## src/rtl/gpio8_ctrl.sv

```systemverilog
module gpio8_ctrl #(
  parameter int N = 8
) (
  input  logic         clk,
  input  logic         rst_n,
  input  logic         sel,
  input  logic         wr,
  input  logic [11:0]  addr,
  input  logic [N-1:0] wdata,
  output logic [N-1:0] rdata,
  input  logic [N-1:0] pin_in,
  output logic [N-1:0] pin_out,
  output logic [N-1:0] pin_oe,
  output logic         irq
);
  logic [N-1:0] dout, dir, sense, both, pol, ie, lat, s1, s2, s3;
  logic [N-1:0] rise, fall, hit, level, raw, clr, pins;

  wire       aligned  = addr[1:0] == 2'b00;
  wire [9:0] wa       = addr[11:2];
  wire       data_win = addr[11:10] == 2'b00;
  wire       wr_en    = sel & wr & aligned;
  wire [N-1:0] mask   = addr[N+1:2];

  assign rise  = s2 & ~s3;
  assign fall  = ~s2 & s3;
  assign hit   = ~sense & ((both & (rise | fall)) | (~both & pol & rise) | (~both & ~pol & fall));
  assign level = sense & ~(s2 ^ pol);
  assign raw   = (~sense & lat) | level;
  assign clr   = (wr_en && wa == 10'h107) ? wdata : '0;
  assign pins  = (dir & dout) | (~dir & s2);

  assign pin_out = dout;
  assign pin_oe  = dir;
  assign irq     = |(raw & ie);

  always_ff @(posedge clk or negedge rst_n) begin
    if (!rst_n) begin
      s1 <= '0;
      s2 <= '0;
      s3 <= '0;
      lat <= '0;
    end else begin
      s1 <= pin_in;
      s2 <= s1;
      s3 <= s2;
      lat <= (lat & ~clr) | hit;
    end
  end

  always_ff @(posedge clk or negedge rst_n) begin
    if (!rst_n) begin
      dout  <= '0;
      dir   <= '0;
      sense <= '0;
      both  <= '0;
      pol   <= '0;
      ie    <= '0;
    end else if (wr_en) begin
      if (data_win)
        dout <= (dout & ~(mask & dir)) | (wdata & mask & dir);
      else
        case (wa)
          10'h100: dir   <= wdata;
          10'h101: sense <= wdata;
          10'h102: both  <= wdata;
          10'h103: pol   <= wdata;
          10'h104: ie    <= wdata;
          default: ;
        endcase
    end
  end

  always_comb begin
    rdata = '0;
    if (sel && !wr && aligned) begin
      if (data_win)
        rdata = pins & mask;
      else
        case (wa)
          10'h100: rdata = dir;
          10'h101: rdata = sense;
          10'h102: rdata = both;
          10'h103: rdata = pol;
          10'h104: rdata = ie;
          10'h105: rdata = raw;
          10'h106: rdata = raw & ie;
          default: rdata = '0;
        endcase
    end
  end
endmodule


```

## config.mk

```make
export PLATFORM = sky130hd
export DESIGN_NAME = gpio8_ctrl
export DESIGN_NICKNAME = d
export VERILOG_FILES = /design/src/rtl/gpio8_ctrl.sv
export SDC_FILE = /design/constraint.sdc
export NUM_CORES = 1
export LEC_CHECK = 0
export BUFFER_PORTS_ARGS = -buffer_cell sky130_fd_sc_hd__clkbuf_2
export CAP_MARGIN = 20
export CORE_MARGIN = 1.5
export CORE_UTILIZATION = 34
export CTS_CLUSTER_DIAMETER = 50
export CTS_CLUSTER_SIZE = 8
export DETAILED_ROUTE_END_ITERATION = 16
export GPL_TIMING_DRIVEN = 0
export MAX_ROUTING_LAYER = met4
export PLACE_DENSITY = 0.49
export SYNTH_ARGS = -nofsm -noshare
export SYNTH_HDL_FRONTEND = slang
export SYNTH_SLANG_ARGS = --single-unit
```

## constraint.sdc

```tcl
create_clock -name clk -period 3.6 [get_ports clk]
set_input_delay 0.36 -clock clk [delete_from_list [all_inputs] [get_ports clk]]
set_output_delay 0.36 -clock clk [all_outputs]
set_load 0.05 [all_outputs]
```

; After elaboration in Yosys (flattened, before gate mapping)
; Cells that the tools add are included.
; W data, S select, Z words.
[word_totals]
reg_bits = 80
input_bits = 32
out_inout_bits = 25
[op_classes]
eq_ne = 8
mux = 4
n_bitwise = 39
reduce_logical = 13
[ops]
columns = cell, count
row1 = $and A8 B8 Y8, 19
row2 = $eq A10 B9 Y1 const B, 8
row3 = $not A8 Y8, 9
row4 = $or A8 B8 Y8, 7
row5 = $pmux W8 S7, 1
row6 = $mux W8, 3
row7 = $reduce_and A3 Y1, 5
row8 = $reduce_or A8 Y1, 1
row9 = $xor A8 B8 Y8, 1
row10 = $logic_not A2 Y1, 2
row11 = $logic_and A1 B1 Y1, 3
row12 = $and A1 B1 Y1, 2
row13 = $reduce_and A2 Y1, 1
row14 = $logic_not A1 Y1, 1
row15 = $not A1 Y1, 1

; Depth between registers and ports, before layout
; Gate-level depths: netlist of run 1.
[depth]
depth_word = 8
mapped_depth = 7
ltp_nobuf = 5

; Worst setup path before layout of run 1
; Ideal clock, no wire load.
[synth_path]
path_kind = in2out
from = in addr[5]
to = out rdata[2]
t_arrival_ns = 2.889
path_slack_ns = 0.351
path_stages = 6
n_path_buf = 1
path_cell_list = or4b_4 -> or2_1 -> buf_2 -> nor3_1 -> nand2_1 -> a311oi_1
[synth_between]
elab_chain_cells = 4
elab_cells_between_ends = 10
cone_classes = eq/ne: 7 / mux: 3
[synth_rtl]
columns = element, line
row1 = from (decl), 8  ; input logic [11:0] addr,
row2 = $eq A10 B9 Y1, 80  ; case (wa)
row3 = $pmux W8 S7 *, 80
row4 = $mux W8 *, 77  ; if (data_win)
row5 = $mux W8 *, 76  ; if (sel && !wr && aligned) begin
row6 = to (decl), 10  ; output logic [N-1:0] rdata,
; Every way passes the cells marked *; elsewhere a longest branch is shown, timed or not.

; Worst setup path in the final report of run 1
[layout_path]
from = in addr[5]
to = out rdata[0]
; Same word-level chain as after synthesis.

==> results of run 1 <==
metrics by stage:
step / hold WS (ps) / cell area (µm²) / worst slack [ps] / total power, W
floorplan: 64.41 / 4182 / 351.3 / 0.001002
global placement: 333.9 / 4641 / 177.7 / 0.001073
detailed placement: 334.7 / 4684 / 515.7 / 0.001081
CTS: 9.050 / 4970 / 507.4 / 0.001974
global route: 36.62 / 4970 / 316.4 / 0.002026
finish: -4.693 / 4970 / 392.9 / 0.001943
how the worst max path moves through the flow:
stage                        from       end  slack, ps  cells past startpoint
after global placement    addr[5]    lat[7]        180                      5
after floorplan           addr[5]  rdata[2]        350                      6
after CTS                 addr[5]  rdata[0]        510                      7
after detailed placement  addr[5]  rdata[0]        520                      7
after global routing      addr[5]  rdata[0]        320                      7
final                     addr[5]  rdata[0]        390                      7
state kept, by name, summed over array words and instances (netlist names):
signal,count
both,8
ie,8
lat,8
pin_oe,8
pin_out,8
pol,8
s1,8
s2,8
s3,8
sense,8
final cells by class:
| type | count | area [µm²] | area share (%) |
|---|---|---|---|
| Buffer | 9 | 35.03 | 0.7049 |
| Clock buffer | 13 | 270.3 | 5.438 |
| Clock inverter | 3 | 15.01 | 0.3021 |
| Inverter | 22 | 82.58 | 1.662 |
| Multi-Input combinational cell | 276 | 2068 | 41.62 |
| Sequential cell | 80 | 2002 | 40.28 |
| Tap cell | 147 | 183.9 | 3.701 |
| Timing Repair Buffer | 57 | 312.8 | 6.294 |
cells in the final DEF (no fill, tap or decap), types with 10 or more instances in the layout:
master / n
o21ai_0: 29
dfrtp_1: 80
ha_1: 16
inv_1: 22
nor2b_1: 10
a21oi_1: 16
mux2_2: 57
nand2_1: 44
nand3_1: 14
clkbuf_2: 54
mux2i_1: 12
nor2_1: 10
layer usage:
metal | share of wire, % | vias to the layer above | GRT usage [%]
met2 | 46 | 100 | 30.20
met3 | 5.9 | 13 | 4.676
li1 | - | 1528 | -
met4 | 1.6 | 0 | 6.583
met5 | 0 | - | -
met1 | 46 | 1621 | 26.52
kinds of logic after synthesis:
group / share of synthesized area [%]
AND/OR/NAND/NOR: 13.08
buffers and inverters: 2.812
flip-flops: 47.88
AO/OA/AOI/OAI: 11.28
adder cells (fa/ha/maj): 4.788
XOR/XNOR: 1.676
multiplexers: 18.49
cell usage after synthesis (all sizes together), types with 4 or more instances:
master   n  area [µm²]
xnor2    7       61.31
o211ai   4       30.03
mux2i   12       120.1
clkbuf   4       15.01
nor3     5       25.02
mux2    58       653.1
nand2   44       165.2
buf      5       20.01
nand2b   5       31.28
nor2b   10       62.56
inv     22       82.58
nand3   14       70.07
a21oi   16       80.08
nor2    10       37.54
a32oi    4       35.03
ha      16       200.2
o21ai   29       145.1
dfrtp   80        2002
report_power, final:
group	internal [W]	leakage, nW	switching, W	total, W
registers	0.000914	1.01	0.0000114	0.000925
logic	0.0000475	1.15	0.0000894	0.000137
clock network	0.000520	0.145	0.000360	0.000881
total	0.00148	2.31	0.000461	0.00194
==> impl_metrics.yaml, run 1 <==
synth:
  yosys_warnings: 0
  ys_types: 45
  synth.cell_area_um2: 4182
  synthArstFlopShare_pct: 100.0
  avgSynthCellArea_um2: 10.80
  synth_edf_count: 0
  netlist_instances: 387
  ys_ff_latch: 80
  synth_ff_type: "dfrtp_1"
  ys_seq_area_share_pct: 47.88
  syn_nets: 435
floorplanning:
  io_pins: 57
  core_area_um2: 12010
  die_w_um: 113.9
  start_util_pct: 34.81
  die_area_um2: 12970
  die_h_um: 113.9
  rows: 40
placed_design:
  port_buffers: 55
  placed_cells: 591
  post-dp-hpwl_um: 8166
  gp_congestion: 0.8668
worst_setup_path:
  cp_slowest_stage_delay_ps: 570
  crit-reg2reg-launch: "s2[3]"
  crit_path_top_delay_cell: "or4b_4"
  crit_chain: "clkbuf_2 -> or4b_4 -> nor2_1 -> and3_1 -> a221oi_1 -> a211oi_1 -> clkbuf_2"
  end_kind: "primary output"
  start_kind: "input port"
  r2r_end: "lat[3]"
  crit_required_ps: 3240
  worstPathMaxFanout: 8
  critPathMostFrequentCell: "clkbuf_2"
  r2r_cells: 5
  worstPathArrival_ps: 2850
  crit_family: "simple AND/OR/NAND/NOR gates"
  rrSetupSlack_ps: 2270
  crit_type: "input port to primary output"
  cp_num_buf_inv: 2
power:
  power.leakage_nw: 2.307
  power.density_nw_per_um2: 390.9
  ir_drop_uv: 260.7
grt:
  grt.overflow.total: 0
  first_global_vias: 3360
  track_usage_pct: 19.97
  antenna_found_initial: 0
  grt_pass1_wl_um: 18780
  grt_max_degree: 49
sta:
  rsz0062_at_grt: "no"
  maxSlewHeadroom_pct: 28.43
  fin_crit_ps: 3207
  maxSlewViolCount: 0
  hold_ws_ps: -4.693
  fmax_mhz: 311.8
  period_share_pct: 89.09
  skew_ps: 4.395
  tightestPinTransition_ps: 1059
  setup_viol: 0
  final-hold-violation-count: 4
  tns_ps: 0
clock_tree:
  cts_tree: "built"
  numClockSinks: 80
  clockBufferDepth: 2
  clockRootBuffer: "clkbuf_16"
  path_clk_slew_ps: 60
  clk_latency_ps: 350
  cts_resized: 0
  htreeDepth: 3
  hold_buffers: 0
  post_cts_buffers: 0
  cts_buffers: 9
routing:
  vias: 3262
  vias_per_cell: 5.374
  drc: 0
  drt_iter0_markers: 234
  antenna_left: 0
  post_drt_wl_per_cell_um: 19.01
  dr.pass1.iters: 6
  wl_um: 11540
cells_and_area:
  drive_gt1_share_pct: 29.35
  nets: 503
  syn2layout_area_growth_pct: 18.85
  finish.utilization_pct: 41.38
  antenna_cells: 0
  stdcell_count: 607
  num-fill-cells: 1214
job:
  cap_violations: 0
outcome:
  outcome: "complete, but fails checks"
  failed_checks: "hold timing"
hold_path:
  min_path_type: "input port to asynchronous set/reset pin"
No activity file was read; power rests on OpenSTA's default activity.
==> run 2: changes to the inputs <==
--- a/config.mk
+++ b/config.mk
@@ -5,6 +5,7 @@
 export SDC_FILE = /design/constraint.sdc
 export NUM_CORES = 1
 export LEC_CHECK = 0
+export ABC_AREA = 1
 export BUFFER_PORTS_ARGS = -buffer_cell sky130_fd_sc_hd__clkbuf_2
 export CAP_MARGIN = 20
 export CORE_MARGIN = 1.5
@@ -18,3 +19,4 @@
 export SYNTH_ARGS = -nofsm -noshare
 export SYNTH_HDL_FRONTEND = slang
 export SYNTH_SLANG_ARGS = --single-unit
+export TNS_END_PERCENT = 5
==> impl_metrics.yaml, run 2 <==
outcome:
  outcome: "finished clean"
cells_and_area:
  nets: 655
  antenna_cells: 0
  mostFrequentLayoutCells: "149 x nand2_1, 80 x dfrtp_1, 64 x nand3_1"
  drive_gt1_share_pct: 18.30
  syn2layout_area_growth_pct: 20.10
  layout_commonest_cell: "nand2_1"
power:
  power.leakage_nw: 2.621
  power_frac_clock_pct: 50.5
  internal_power_w: 0.001671
  switching_share_pct: 22.22
  power.density_nw_per_um2: 408.2
  report.power.total_w: 0.002148
  p_comb_share_pct: 6.5
  netSwitchingPower_w: 0.0004773
  p_seq_share_pct: 43.0
  ir_drop_uv: 311.6
job:
  cap_violations: 0
synth:
  yosys_warnings: 0
  yosysTopAreaCell: "dfrtp_1"
  synth_top_cell_area_share_pct: 45.68
  synth_ff_type: "dfrtp_1"
  synth.cell_area_um2: 4383
  synth_area_leaders: "dfrtp_1 46%, nand2_1 13%, nand3_1 7.3%"
  syn_nets: 588
  synth_most_common_cell: "nand2_1"
  synthArstFlopShare_pct: 100.0
  ys_top_cells_by_count: "149 x nand2_1, 80 x dfrtp_1, 64 x nand3_1"
  ys_types: 32
  avgSynthCellArea_um2: 8.117
  ys_seq_area_share_pct: 45.68
  ys_ff_latch: 80
  netlist_instances: 540
  synth_edf_count: 0
routing:
  drc: 0
  vias: 3782
  post_drt_wl_per_cell_um: 16.53
  drt_iter0_markers: 262
  wl_um: 12960
  dr.pass1.iters: 4
  antenna_left: 0
  vias_per_cell: 4.824
sta:
  rsz0062_at_grt: "no"
  fmax_mhz: 414.9
  maxSlewHeadroom_pct: 56.32
  skew_ps: 3.665
  period_share_pct: 66.95
  tightestPinTransition_ps: 652.9
  tns_ps: 0
  fin_crit_ps: 2410
  setup_viol: 0
  maxSlewViolCount: 0
  final-hold-violation-count: 0
worst_setup_path:
  crit_family: "simple AND/OR/NAND/NOR gates"
  crit_type: "input port to primary output"
  r2r_end: "lat[5]"
  crit-reg2reg-launch: "s2[5]"
  rrSetupSlack_ps: 2330
  end_kind: "primary output"
  cp_num_buf_inv: 4
  crit_path_top_delay_cell: "nor2_4"
  cp_slowest_stage_delay_ps: 310
  worstPathMaxFanout: 10
  crit_chain: "buf_4 -> inv_1 -> nor2_4 -> nand3_1 -> nor2_4 -> nand2_1 -> nand2_1 -> nor2_1 -> nand3_1 -> nand2_1 -> inv_1 -> clkbuf_2"
  r2r_cells: 4
  critPathMostFrequentCell: "nand2_1"
  start_kind: "input port"
  crit_required_ps: 3240
  worstPathArrival_ps: 2050
floorplanning:
  core_area_um2: 12620
  die_w_um: 116.5
  start_util_pct: 34.73
  rows: 41
  io_pins: 57
  die_area_um2: 13580
  die_h_um: 116.5
clock_tree:
  numClockSinks: 80
  cts_resized: 0
  clockBufferDepth: 2
  post_cts_buffers: 0
  clk_latency_ps: 350
  htreeDepth: 3
  clockRootBuffer: "clkbuf_16"
  path_clk_slew_ps: 60
  cts_tree: "built"
  cts_buffers: 9
  hold_buffers: 1
grt:
  antenna_found_initial: 0
  track_usage_pct: 21.22
  grt_max_degree: 52
  first_global_vias: 3727
  grt.overflow.total: 0
  grt_pass1_wl_um: 20420
hold_path:
  min_path_type: "input port to flop"
  hold_depth: 1
  min_from: "pin_in[1]"
  whs_endpoint: "s1[1]"
placed_design:
  gp_congestion: 0.8542
  post-dp-hpwl_um: 8885
  port_buffers: 54
[run 2: kinds of logic (layout without fill, tap and decap cells)]
logic type,Yosys count,in the layout,share of synthesized area [%]
adders and majority gates,16,16,4.567
muxes,2,2,0.5138
DFF,80,80,45.68
and+or+nand+nor,281,281,29.60
AOI/OAI and AO/OA,93,93,12.33
buffers and inverters,68,140,7.308
[run 2: through the flow]
step	util (%)	hold slack, ps	cell area (µm²)	cells	worst slack, ps
5_1_grt	41.71	100.5	5264	784	1064
2_1_floorplan	-	64.41	4383	540	1627
3_5_place_dp	38.82	334.7	4898	767	1211
6_report	41.71	116.6	5264	784	1190
4_1_cts	41.71	101.6	5264	784	1205
3_3_place_gp	38.58	332.2	4868	766	1193
[run 2: final cells by class]
| type | instances | area [µm²] |
|---|---|---|
| plain buffers | 10 | 102.6 |
| clock buffers | 11 | 252.7 |
| clock inverters | 5 | 102.6 |
| fillers | 1305 | 7356 |
| inverters | 58 | 217.7 |
| multi-input cells | 392 | 2061 |
| flip-flops and latches | 80 | 2002 |
| well taps | 172 | 215.2 |
| repair buffers | 56 | 310.3 |
[run 2: worst register-to-register path, cell delays in order (launching register included)]
cell and delay, ps:
dfrtp_1 450, inv_1 90, ha_1 300, a221o_1 310, nand2_1 60
[run 2: power groups by stage]
| stage | Combinational, W | Sequential [W] | Clock, W |
|---|---|---|---|
| finish | 0.000140 | 0.000924 | 0.00108 |
| global route | 0.000158 | 0.000926 | 0.00115 |
| CTS | 0.000143 | 0.000924 | 0.00112 |
| detailed placement | 0.000141 | 0.000941 | 0 |
| global placement | 0.000135 | 0.000940 | 0 |
| floorplan | 0.0000699 | 0.000939 | 0 |
[run 2: how the worst max path moves through the flow]
stage / from / endpoint / slack, ps / depth (start not counted)
after CTS: addr[2] / rdata[2] / 1210 / 12
after floorplan: addr[2] / rdata[0] / 1630 / 11
after global routing: addr[2] / rdata[2] / 1060 / 12
after global placement: addr[2] / rdata[3] / 1190 / 12
final: addr[2] / rdata[5] / 1190 / 12
after detailed placement: addr[2] / rdata[2] / 1210 / 12
[run 2: per-layer routing]
metal / GRT usage [%] / share of wire, % / wire, µm
met1: 26.11 / 45 / 5833
met4: 7.631 / 1.7 / 220
met3: 4.152 / 4.3 / 560
met5: - / 0 / 0
met2: 34.86 / 49 / 6343
==> run 3: changes to the inputs <==
==> constraint.sdc (replaced) <==
create_clock -name clk -period 2.39 [get_ports clk]
set_input_delay 0.239 -clock clk [delete_from_list [all_inputs] [get_ports clk]]
set_output_delay 0.239 -clock clk [all_outputs]
set_load 0.05 [all_outputs]
==> impl_metrics.yaml, run 3 (same netlist as run 2, synthesis figures left out) <==
outcome:
  outcome: "finished clean"
clock_tree:
  clockBufferDepth: 2
  post_cts_buffers: 0
  cts_resized: 0
  numClockSinks: 80
  hold_buffers: 9
  clk_latency_ps: 350
  clockRootBuffer: "clkbuf_16"
  htreeDepth: 3
  cts_tree: "built"
  path_clk_slew_ps: 60
  cts_buffers: 9
power:
  p_comb_share_pct: 6.8
  switching_share_pct: 22.17
  power.leakage_nw: 2.654
  netSwitchingPower_w: 0.0007194
  report.power.total_w: 0.003245
  power.density_nw_per_um2: 607.2
  p_seq_share_pct: 42.9
  power_frac_clock_pct: 50.3
  internal_power_w: 0.002526
  ir_drop_uv: 468.2
worst_setup_path:
  crit_path_top_delay_cell: "dfrtp_1"
  rrSetupSlack_ps: 1110
  crit_cells: 5
  r2r_cells: 4
  critPathMostFrequentCell: "or2_2"
  start_kind: "flop"
  crit-reg2reg-launch: "s2[5]"
  crit_chain: "or2_2 -> nand3_1 -> nand4_1 -> or2_2 -> clkbuf_2"
  r2r_end: "lat[5]"
  worstPathArrival_ps: 1960
  crit_type: "flop to primary output"
  worstPathMaxFanout: 6
  critical_path.startpoint: "sense[7]"
  critPathCapture: "irq"
  crit_family: "simple AND/OR/NAND/NOR gates"
  cp_num_buf_inv: 1
  crit_required_ps: 2150
  end_kind: "primary output"
  cp_slowest_stage_delay_ps: 430
floorplanning:
  start_util_pct: 34.73
  die_w_um: 116.5
  rows: 41
  io_pins: 57
  core_area_um2: 12620
  die_area_um2: 13580
  die_h_um: 116.5
sta:
  final-hold-violation-count: 0
  maxSlewHeadroom_pct: 59.01
  setup_viol: 0
  fmax_mhz: 454.8
  tightestPinTransition_ps: 612.6
  skew_ps: 3.373
  fin_crit_ps: 2199
  fin_ws_ps: 191.0
  maxSlewViolCount: 0
  tns_ps: 0
  rsz0062_at_grt: "no"
  period_share_pct: 92.01
cells_and_area:
  layout_commonest_cell: "nand2_1"
  nets: 663
  antenna_cells: 0
  drive_gt1_share_pct: 18.06
  num-fill-cells: 1301
  mostFrequentLayoutCells: "149 x nand2_1, 80 x dfrtp_1, 64 x nand3_1"
  multi_input_area_um2: 2061
  final_cell_area_um2: 5344
  final-seq-area_um2: 2002
  syn2layout_area_growth_pct: 21.92
  stdcell_count: 792
grt:
  first_global_vias: 3761
  grt_max_degree: 52
  grt_pass1_wl_um: 20500
  track_usage_pct: 21.29
  grt.overflow.total: 0
  antenna_found_initial: 0
routing:
  post_drt_wl_per_cell_um: 16.36
  drc: 0
  wl_um: 12960
  dr.pass1.iters: 4
  drt_iter0_markers: 269
  vias_per_cell: 4.803
  vias: 3804
  antenna_left: 0
placed_design:
  post-dp-hpwl_um: 8885
  gp_congestion: 0.8542
  dp_slack_ps: 242.8
  port_buffers: 54
  place_area_um2: 4898
  placed_cells: 767
job:
  cap_violations: 0
hold_path:
  min_path_type: "input port to flop"
## run 3: cell count changes in the layout (fill, tap and decap cells not counted)
cell,before,now
dlygate4sd3_1,1,9
## run 3: worst min path at each step
stage	slack (ps)	cells after the start	to	startpoint
floorplan	-60	0	both[0]	rst_n
global placement	330	0	s2[6]	s1[6]
detailed placement	240	1	s1[0]	rst_n
CTS	130	2	pin_out[2]	wdata[2]
global route	140	2	pin_out[3]	wdata[3]
finish	140	2	pin_out[3]	wdata[3]
## run 3: power groups by stage
stage	registers, W	logic (W)	clock network [W]
final	0.00139	0.000221	0.00163
after detailed placement	0.00142	0.000212	0
after floorplan	0.00141	0.000105	0
after CTS	0.00139	0.000225	0.00169
after global routing	0.00139	0.000250	0.00173
after global placement	0.00142	0.000203	0
## run 3: layer usage
metal	vias to the layer above	track usage (%)	part of all wire [%]
li1	1934	-	-
met1	1785	26.14	46
met2	72	35.06	49
met3	13	4.152	4.0
met4	0	7.631	1.7
met5	-	-	0
## run 3: area by class of cell
class                      count  area share (%)
multi-input combinational    392           38.56
sequential                    80           37.46
timing repair buffer          64           7.305
clock buffer                  11           4.730
inverter                      58           4.074
tap                          172           4.027
clock inverter                 5           1.920
buffer                        10           1.920
## run 3: per-stage QoR
stage | util, % | hold slack (ps)
after detailed placement | 38.82 | 241.2
after global routing | 42.35 | 140.6
after global placement | 38.58 | 332.2
after floorplan | - | -56.59
final | 42.35 | 144.6
after CTS | 42.35 | 129.0
